`src/rtl/ccr_pkg.sv`:
```
package ccr_pkg;

  localparam int SPEED_N  = 16;
  localparam int SPEED_IW = $clog2(SPEED_N);

  localparam logic [11:0] OFF_CFG    = 12'h000;
  localparam logic [11:0] OFF_REV    = 12'h008;
  localparam logic [11:0] OFF_INV    = 12'h010;
  localparam logic [11:0] OFF_MAINT  = 12'h030;
  localparam logic [11:0] OFF_PTAG   = 12'h048;
  localparam logic [11:0] OFF_LTAG   = 12'h050;
  localparam logic [11:0] OFF_BMASK  = 12'h058;
  localparam logic [11:0] OFF_WIN    = 12'h060;
  localparam logic [11:0] OFF_SPEED0 = 12'h070;
  localparam logic [11:0] OFF_SPEEDN = 12'h0E8;
  localparam logic [11:0] OFF_NMI    = 12'h200;
  localparam logic [11:0] OFF_ERRTY  = 12'h208;
  localparam logic [11:0] OFF_NVP    = 12'h220;
  localparam logic [11:0] OFF_TACK   = 12'h230;
  localparam logic [11:0] OFF_SEVEN  = 12'h238;
  localparam logic [11:0] OFF_IMR    = 12'h240;
  localparam logic [11:0] OFF_ISR    = 12'h248;

  localparam logic [31:0] RST_CFG   = 32'h0000_0410;
  localparam logic [31:0] RST_REV   = 32'h0000_0001;
  localparam logic [31:0] RST_NVP   = 32'h0000_0007;
  localparam logic [31:0] RST_IMR   = 32'h0000_0010;
  localparam logic [31:0] RST_SPEED = 32'h0000_0007;
  localparam logic [31:0] CONST_238 = 32'h0000_0007;
  localparam logic [31:0] MAGIC_TAG = 32'h8000_0001;
  localparam logic [31:0] MAGIC_MSK = 32'h0F0F_0F0F;

  typedef enum logic [3:0] {
    RS_ZERO, RS_CFG, RS_REV, RS_INV, RS_MAINT, RS_PTAG, RS_LTAG, RS_BMASK,
    RS_SPEED, RS_NMI, RS_SEVEN, RS_NVP, RS_IMR, RS_ISR
  } rdSel_e;

  typedef struct packed {
    logic   wrCfg;
    logic   wrInv;
    logic   wrMaint;
    logic   wrPtag;
    logic   wrLtag;
    logic   wrBmask;
    logic   wrWin;
    logic   wrSpeed;
    logic   wrNvp;
    logic   wrNmiClr;
    logic   wrImr;
    logic   rdTimerAck;
    logic   rdEn;
    rdSel_e rdSel;
    logic [SPEED_IW-1:0] speedIdx;
  } strobes_t;

endpackage

```
`src/rtl/ccr_ctrl.sv`:
```
module ccr_ctrl
  import ccr_pkg::*;
#(
  parameter int ADDR_W = 12
) (
  input  logic              clk,
  input  logic              rstN,
  input  logic              busValid,
  input  logic              busWrite,
  input  logic [ADDR_W-1:0] busAddr,
  output strobes_t          st,
  output logic              rdValid,
  output logic              accessErr
);

  localparam logic [ADDR_W-1:0] SPEED_LO = ADDR_W'(OFF_SPEED0);
  localparam logic [ADDR_W-1:0] SPEED_HI = ADDR_W'(OFF_SPEEDN);

  logic              aligned;
  logic              inSpeed;
  logic              mapped;
  logic [ADDR_W-1:0] speedRel;
  logic              doWr;
  logic              doRd;

  assign aligned  = (busAddr[2:0] == 3'b000);
  assign inSpeed  = aligned && (busAddr >= SPEED_LO) && (busAddr <= SPEED_HI);
  assign speedRel = busAddr - SPEED_LO;
  assign doWr     = busValid && busWrite;
  assign doRd     = busValid && !busWrite;

  always_comb begin
    st          = '0;
    st.rdSel    = RS_ZERO;
    st.speedIdx = speedRel[SPEED_IW+2:3];
    mapped      = 1'b1;
    if (inSpeed) begin
      st.wrSpeed = doWr;
      st.rdSel   = RS_SPEED;
    end else begin
      unique case (busAddr)
        ADDR_W'(OFF_CFG):   begin st.wrCfg   = doWr; st.rdSel = RS_CFG;   end
        ADDR_W'(OFF_REV):   st.rdSel = RS_REV;
        ADDR_W'(OFF_INV):   begin st.wrInv   = doWr; st.rdSel = RS_INV;   end
        ADDR_W'(OFF_MAINT): begin st.wrMaint = doWr; st.rdSel = RS_MAINT; end
        ADDR_W'(OFF_PTAG):  begin st.wrPtag  = doWr; st.rdSel = RS_PTAG;  end
        ADDR_W'(OFF_LTAG):  begin st.wrLtag  = doWr; st.rdSel = RS_LTAG;  end
        ADDR_W'(OFF_BMASK): begin st.wrBmask = doWr; st.rdSel = RS_BMASK; end
        ADDR_W'(OFF_WIN):   st.wrWin = doWr;
        ADDR_W'(OFF_NMI):   begin st.wrNmiClr = doWr; st.rdSel = RS_NMI;  end
        ADDR_W'(OFF_ERRTY): st.rdSel = RS_ZERO;
        ADDR_W'(OFF_NVP):   begin st.wrNvp   = doWr; st.rdSel = RS_NVP;   end
        ADDR_W'(OFF_TACK):  st.rdTimerAck = doRd;
        ADDR_W'(OFF_SEVEN): st.rdSel = RS_SEVEN;
        ADDR_W'(OFF_IMR):   begin st.wrImr   = doWr; st.rdSel = RS_IMR;   end
        ADDR_W'(OFF_ISR):   st.rdSel = RS_ISR;
        default:            mapped = 1'b0;
      endcase
    end
    if (!mapped) st.rdSel = RS_ZERO;
    st.rdEn = doRd;
  end

  always_ff @(posedge clk) begin
    if (!rstN) begin
      rdValid   <= 1'b0;
      accessErr <= 1'b0;
    end else begin
      rdValid   <= doRd;
      accessErr <= busValid && !mapped;
    end
  end

  // every accepted read is answered in the next cycle
  assert_rdvalid_R2: assert property (@(posedge clk) disable iff (!rstN)
    (busValid && !busWrite) |=> rdValid);

  // the error strobe only follows an accepted access
  assert_err_follows_access_R9: assert property (@(posedge clk) disable iff (!rstN)
    accessErr |-> $past(busValid));

endmodule

```
`src/rtl/ccr_dpath.sv`:
```
module ccr_dpath
  import ccr_pkg::*;
#(
  parameter int DATA_W = 32,
  parameter int NCH    = 8,
  parameter int LB_W   = 16
) (
  input  logic              clk,
  input  logic              rstN,
  input  strobes_t          st,
  input  logic [DATA_W-1:0] busWdata,
  output logic [DATA_W-1:0] busRdata,
  input  logic [NCH-1:0]    dmaFault,
  input  logic              timerEvent,
  output logic              timerIrq,
  input  logic [LB_W-1:0]   lbIrqIn,
  output logic              lbIrq,
  output logic              memWrReq,
  output logic [DATA_W-1:0] memWrAddr,
  output logic [DATA_W-1:0] memWrData
);

  localparam logic [DATA_W-1:0] ADDR_LSB_CLR = ~DATA_W'(1);

  logic [DATA_W-1:0] cfgQ, invQ, maintQ, ptagQ, ltagQ, bmaskQ, nvpQ, imrQ;
  logic [DATA_W-1:0] speedQ [SPEED_N];
  logic [NCH-1:0]    nmiQ;
  logic [LB_W-1:0]   isrQ;
  logic              winHit;
  logic [DATA_W-1:0] rdNext;

  always_ff @(posedge clk) begin
    if (!rstN) begin
      cfgQ   <= DATA_W'(RST_CFG);
      invQ   <= '0;
      maintQ <= '0;
      ptagQ  <= '0;
      ltagQ  <= '0;
      bmaskQ <= '0;
      nvpQ   <= DATA_W'(RST_NVP);
      imrQ   <= DATA_W'(RST_IMR);
    end else begin
      if (st.wrCfg)   cfgQ   <= busWdata;
      if (st.wrInv)   invQ   <= busWdata;
      if (st.wrMaint) maintQ <= busWdata;
      if (st.wrPtag)  ptagQ  <= busWdata;
      if (st.wrLtag)  ltagQ  <= busWdata;
      if (st.wrBmask) bmaskQ <= busWdata;
      if (st.wrNvp)   nvpQ   <= busWdata;
      if (st.wrImr)   imrQ   <= busWdata;
    end
  end

  for (genvar i = 0; i < SPEED_N; i++) begin : g_speed
    always_ff @(posedge clk) begin
      if (!rstN)
        speedQ[i] <= DATA_W'(RST_SPEED);
      else if (st.wrSpeed && (st.speedIdx == SPEED_IW'(i)))
        speedQ[i] <= busWdata;
    end
  end

  // sticky NMI sources: a fault beats a clear in the same cycle
  always_ff @(posedge clk) begin
    if (!rstN)
      nmiQ <= '0;
    else if (st.wrNmiClr)
      nmiQ <= (nmiQ & ~busWdata[NCH-1:0]) | dmaFault;
    else
      nmiQ <= nmiQ | dmaFault;
  end

  always_ff @(posedge clk) begin
    if (!rstN)
      timerIrq <= 1'b0;
    else if (timerEvent)
      timerIrq <= 1'b1;
    else if (st.rdTimerAck)
      timerIrq <= 1'b0;
  end

  always_ff @(posedge clk) begin
    if (!rstN) isrQ <= '0;
    else       isrQ <= lbIrqIn;
  end

  assign lbIrq = |({{(DATA_W-LB_W){1'b0}}, isrQ} & imrQ);

  // buffer-window write side effect
  assign winHit = st.wrWin && (ltagQ == DATA_W'(MAGIC_TAG)) && (bmaskQ == DATA_W'(MAGIC_MSK));

  always_ff @(posedge clk) begin
    if (!rstN) begin
      memWrReq  <= 1'b0;
      memWrAddr <= '0;
      memWrData <= '0;
    end else begin
      memWrReq <= winHit;
      if (winHit) begin
        memWrAddr <= (ptagQ & ADDR_LSB_CLR) + DATA_W'({maintQ[1:0], 3'b000});
        memWrData <= busWdata;
      end
    end
  end

  always_comb begin
    unique case (st.rdSel)
      RS_CFG:   rdNext = cfgQ;
      RS_REV:   rdNext = DATA_W'(RST_REV);
      RS_INV:   rdNext = invQ;
      RS_MAINT: rdNext = maintQ;
      RS_PTAG:  rdNext = ptagQ;
      RS_LTAG:  rdNext = ltagQ;
      RS_BMASK: rdNext = bmaskQ;
      RS_SPEED: rdNext = speedQ[st.speedIdx];
      RS_NMI:   rdNext = DATA_W'(nmiQ);
      RS_SEVEN: rdNext = DATA_W'(CONST_238);
      RS_NVP:   rdNext = nvpQ;
      RS_IMR:   rdNext = imrQ;
      RS_ISR:   rdNext = DATA_W'(isrQ);
      default:  rdNext = '0;
    endcase
  end

  always_ff @(posedge clk) begin
    if (!rstN)         busRdata <= '0;
    else if (st.rdEn)  busRdata <= rdNext;
  end

  // a request only follows a window write under the matching pairing
  assert_memreq_pairing_R5: assert property (@(posedge clk) disable iff (!rstN)
    memWrReq |-> ($past(ltagQ) == DATA_W'(MAGIC_TAG)) && ($past(bmaskQ) == DATA_W'(MAGIC_MSK)));

  // acknowledge without a new event leaves the interrupt low
  assert_timer_clear_R7: assert property (@(posedge clk) disable iff (!rstN)
    (st.rdTimerAck && !timerEvent) |=> !timerIrq);

  // NMI bits are never lost without a clear write
  assert_nmi_sticky_R8: assert property (@(posedge clk) disable iff (!rstN)
    !st.wrNmiClr |=> ((nmiQ & $past(nmiQ)) == $past(nmiQ)));

  // a sampled source under an enabled mask bit drives the output
  assert_lbirq_R10: assert property (@(posedge clk) disable iff (!rstN)
    ((|(lbIrqIn & imrQ[LB_W-1:0])) && !st.wrImr) |=> lbIrq);

endmodule

```
`src/rtl/ccr_top.sv`:
```
module ccr_top
  import ccr_pkg::*;
#(
  parameter int DATA_W = 32,
  parameter int ADDR_W = 12,
  parameter int NCH    = 8,
  parameter int LB_W   = 16
) (
  input  logic              clk,
  input  logic              rstN,
  input  logic              busValid,
  input  logic              busWrite,
  input  logic [ADDR_W-1:0] busAddr,
  input  logic [DATA_W-1:0] busWdata,
  output logic [DATA_W-1:0] busRdata,
  output logic              rdValid,
  output logic              accessErr,
  input  logic [NCH-1:0]    dmaFault,
  input  logic              timerEvent,
  output logic              timerIrq,
  input  logic [LB_W-1:0]   lbIrqIn,
  output logic              lbIrq,
  output logic              memWrReq,
  output logic [DATA_W-1:0] memWrAddr,
  output logic [DATA_W-1:0] memWrData
);

  strobes_t st;

  ccr_ctrl #(.ADDR_W(ADDR_W)) u_ctrl (
    .clk(clk), .rstN(rstN), .busValid(busValid), .busWrite(busWrite),
    .busAddr(busAddr), .st(st), .rdValid(rdValid), .accessErr(accessErr)
  );

  ccr_dpath #(.DATA_W(DATA_W), .NCH(NCH), .LB_W(LB_W)) u_dpath (
    .clk(clk), .rstN(rstN), .st(st), .busWdata(busWdata), .busRdata(busRdata),
    .dmaFault(dmaFault), .timerEvent(timerEvent), .timerIrq(timerIrq),
    .lbIrqIn(lbIrqIn), .lbIrq(lbIrq), .memWrReq(memWrReq),
    .memWrAddr(memWrAddr), .memWrData(memWrData)
  );

endmodule

```
`config.mk`:
```
export PLATFORM = sky130hd
export DESIGN_NAME = ccr_top
export DESIGN_NICKNAME = d
export VERILOG_FILES = /design/src/rtl/ccr_pkg.sv /design/src/rtl/ccr_ctrl.sv /design/src/rtl/ccr_dpath.sv /design/src/rtl/ccr_top.sv
export SDC_FILE = /design/constraint.sdc
export NUM_CORES = 2
export LEC_CHECK = 0
export BUFFER_PORTS_ARGS = -buffer_cell sky130_fd_sc_hd__clkbuf_2
export CORE_MARGIN = 5
export CORE_UTILIZATION = 55
export CTS_CLUSTER_SIZE = 12
export DETAILED_ROUTE_END_ITERATION = 6
export GPL_TIMING_DRIVEN = 0
export PLACE_DENSITY = 0.75
export SYNTH_ARGS = -nofsm -noshare
export SYNTH_HDL_FRONTEND = slang
export SYNTH_SLANG_ARGS = --single-unit
```
`constraint.sdc`:
```
create_clock -name clk -period 18.8 [get_ports clk]
set_clock_uncertainty 0.1 [all_clocks]
set_input_delay 4.7 -clock clk [delete_from_list [all_inputs] [get_ports clk]]
set_output_delay 4.7 -clock clk [all_outputs]
set_load 0.01 [all_outputs]
```
==> results.py <==
metrics = {
    "status": {
        "status": "complete, no violations",
    },
    "setup_path": {
        "path_cells": "clkbuf_2, clkbuf_1, clkbuf_1, inv_1, ha_1, nand2_1, nand4_1, nand4_2, buf_2, clkbuf_1, a21oi_1, a211oi_1, and3_1, a211oi_2",
        "end_kind": "register",
        "critPathSlowestCell": "clkbuf_1",
        "critPathKind": "input port to register",
        "cpMostUsedCell": "clkbuf_1",
        "critical_path_buf_inv_count": 6,
        "slowest_delay_ps": 620,
        "worst_ep_required_time_ps": 19220,
        "startpoint_type": "input port",
        "cp_top_family": "buffers and inverters",
        "critPathMaxFanout": 10,
        "crit_arrival_ps": 9260,
    },
    "logic_synthesis": {
        "yosysMostFrequentCell": "nand2_1",
        "synth_largest_area_cell": "edfxtp_1",
        "yosysUniqueCellTypes": 81,
        "yosysWarnings": 0,
        "synthCells": 3546,
        "synthFlopType": "edfxtp_1",
        "synthTopCellsByArea": "edfxtp_1 38%, dfxtp_1 19%, and2_1 7.5%, mux4_2 7.1%, nand2_1 6.5%",
        "synth_area_sq_um": 40600,
        "synthArstFlopShare_pct": 0,
        "avgSynthCellArea_sq_um": 11.4,
        "ys_seq_area_share_pct": 56.6,
        "synth_top_area_share_pct": 37.9,
        "synth_edf_count": 512,
        "syn_nets": 3626,
        "synth_common_cells": "702 x nand2_1, 512 x edfxtp_1, 488 x and2_1",
        "synth-seq-cells": 891,
    },
    "sta": {
        "finalHoldViolCount": 0,
        "setup_viol": 0,
        "tns_ps": 0,
        "whs_ps": 352,
        "max_freq_mhz": 113,
        "slew_headroom_pct": 12.0,
        "slew_violations": 0,
        "fin_crit_sh_pct": 47.0,
        "max_slew.worst_pin.slew_ps": 1310,
        "period_minus_slack_ps": 8830,
        "grt_setup_unrepaired": "false",
    },
    "cts": {
        "cts_hold_buf": 0,
        "clock_latency_ps": 660,
        "path_clk_slew_ps": 60,
        "clockRootBuffer": "clkbuf_16",
        "postCtsSetupBuffers": 0,
        "cts_resized": 0,
        "cts.htree.levels": 3,
        "cts_buffers": 92,
        "cts_tree": "done",
        "cts_buffer_depth": 3,
        "clkSinkCount": 891,
    },
    "layout": {
        "fin_nets": 3902,
        "area_growth_syn_to_layout_pct": 13.3,
        "layout-drive-gt1-share_pct": 16.9,
    },
    "power_and_ir_drop": {
        "p_total_w": 0.00418,
        "irDropWorstVdd_mv": 0.0625,
        "p_leak_nw": 16.0,
        "powerDensity_nw_per_um2": 90.8,
    },
    "die": {
        "rows": 99,
        "die_area_sq_um": 79400,
        "die-width_um": 282,
        "die_h_um": 282,
        "initial_core_util_pct": 55.6,
        "io_pins": 174,
        "core-area_sq_um": 73100,
    },
    "placed_design": {
        "placement.io_buffers": 166,
        "hpwl_mm": 98.7,
        "gp_congestion": 1.01,
    },
    "route": {
        "wl_per_cell_um": 27.8,
        "drc": 0,
        "final_antenna_net_count": 0,
        "drt_wl_total_mm": 135,
        "dr.pass1.iters": 7,
        "drt-vias-per-instance": 6.31,
        "vias": 30600,
        "drtIter0Drc": 4388,
    },
    "global_route": {
        "grt_usage_pct": 33.5,
        "antenna_found_initial": 2,
        "grt_overflow": 0,
        "grt_max_degree": 23,
        "grt_pass1_wl_mm": 195,
        "grt_pass1_vias": 29600,
    },
    "job": {
        "maxCapViolCount": 0,
    },
    "min_path": {
        "hold_path.class": "register to register",
    },
}
cells in the final DEF (no fill, tap or decap), drive strengths merged, types with 8 or more instances in the layout:
| master | instances |
|---|---|
| and4 | 12 |
| inv | 16 |
| clkbuf | 500 |
| a21oi | 51 |
| a22o | 18 |
| o211a | 28 |
| and3 | 19 |
| and2 | 489 |
| diode | 9 |
| nor2 | 74 |
| nand3 | 30 |
| nor3 | 16 |
| o21a | 8 |
| or3 | 49 |
| edfxtp | 512 |
| buf | 148 |
| o21ai | 20 |
| a21boi | 294 |
| nand4 | 20 |
| nand2 | 704 |
| nor4 | 24 |
| a22oi | 120 |
| clkinv | 14 |
| dfxtp | 379 |
| nand2b | 11 |
| mux4 | 128 |
| a211oi | 49 |
| a222oi | 24 |
| xor2 | 22 |
| and4b | 12 |
path summary, 6_finish.rpt:
| check | start | endpoint | slack (ps) | cells after the start |
|---|---|---|---|---|
| hold / removal | u_dpath.cfgQ[28] | u_dpath.cfgQ[28] | 350 | 2 |
| setup reg to reg | u_dpath.ltagQ[0] | u_dpath.memWrData[20] | 15330 | 7 |
| setup / recovery | busAddr[4] | u_dpath.busRdata[6] | 9970 | 14 |
| hold reg to reg | u_dpath.cfgQ[28] | u_dpath.cfgQ[28] | 350 | 2 |
power breakdown:
| part | switching [W] | total [W] | internal [W] | leakage (nW) |
|---|---|---|---|---|
| Combinational | 0.000181 | 0.000275 | 0.0000945 | 6.73 |
| Sequential | 0.0000182 | 0.00213 | 0.00212 | 7.95 |
| Clock | 0.000769 | 0.00177 | 0.00100 | 1.37 |
| Total | 0.000968 | 0.00418 | 0.00321 | 16.0 |
worst register-to-register path: stages (launching register included):
cell and delay (ps):
dfxtp_1 450, nor4b_1 530, nand4_1 190, nor4_1 610, nand4_2 710, buf_2 510, nand2_1 140, a21boi_0 100
flip-flops by register name, indices dropped and copies added (netlist names), 8 cells and up:
name	flops
u_dpath.memWrData	32
u_dpath.speedQ	512
u_dpath.nmiQ	8
u_dpath.bmaskQ	32
u_dpath.invQ	32
u_dpath.ptagQ	32
u_dpath.cfgQ	32
u_dpath.nvpQ	32
u_dpath.isrQ	16
u_dpath.busRdata	32
u_dpath.maintQ	32
u_dpath.ltagQ	32
u_dpath.memWrAddr	31
u_dpath.imrQ	32
metrics by stage:
step | worst slack, ps | std cells | area (sq um) | utilization [%]
after floorplan | 9550 | 3546 | 40600 | -
after global placement | 6240 | 4671 | 42600 | 58.3
after detailed placement | 9520 | 4687 | 43200 | 59.1
after CTS | 10150 | 4842 | 46000 | 62.9
after global routing | 9850 | 4842 | 46000 | 62.9
final | 9970 | 4851 | 46000 | 63.0
routing by layer:
layer	wire (um)	up-vias	part of all wire (%)	global-route usage [%]
met1	54200	15200	40	48.1
met4	6340	2	4.7	12.8
met3	14100	330	10	7.14
met5	16	-	0.012	0
met2	60000	1833	45	50.6
li1	-	13200	-	-
layout make-up:
type	instances	area, sq um
Antenna cell	9	22.5
Timing Repair Buffer	182	1180
Tap cell	959	1200
Multi-Input combinational cell	2309	16200
Clock buffer	133	2580
Sequential cell	891	23000
Inverter	13	48.8
Fill cell	5739	27100
Buffer	333	1590
Clock inverter	22	238
logic make-up after synthesis:
family          share of synthesized area [%]
other cells                           0.00924
buf+inv                                  4.05
fa+ha+maj                               0.234
flops                                    56.6
xor+xnor                                0.626
simple gates                             18.8
compound gates                           12.3
mux                                      7.44
Power figures use the tool's default switching activity.
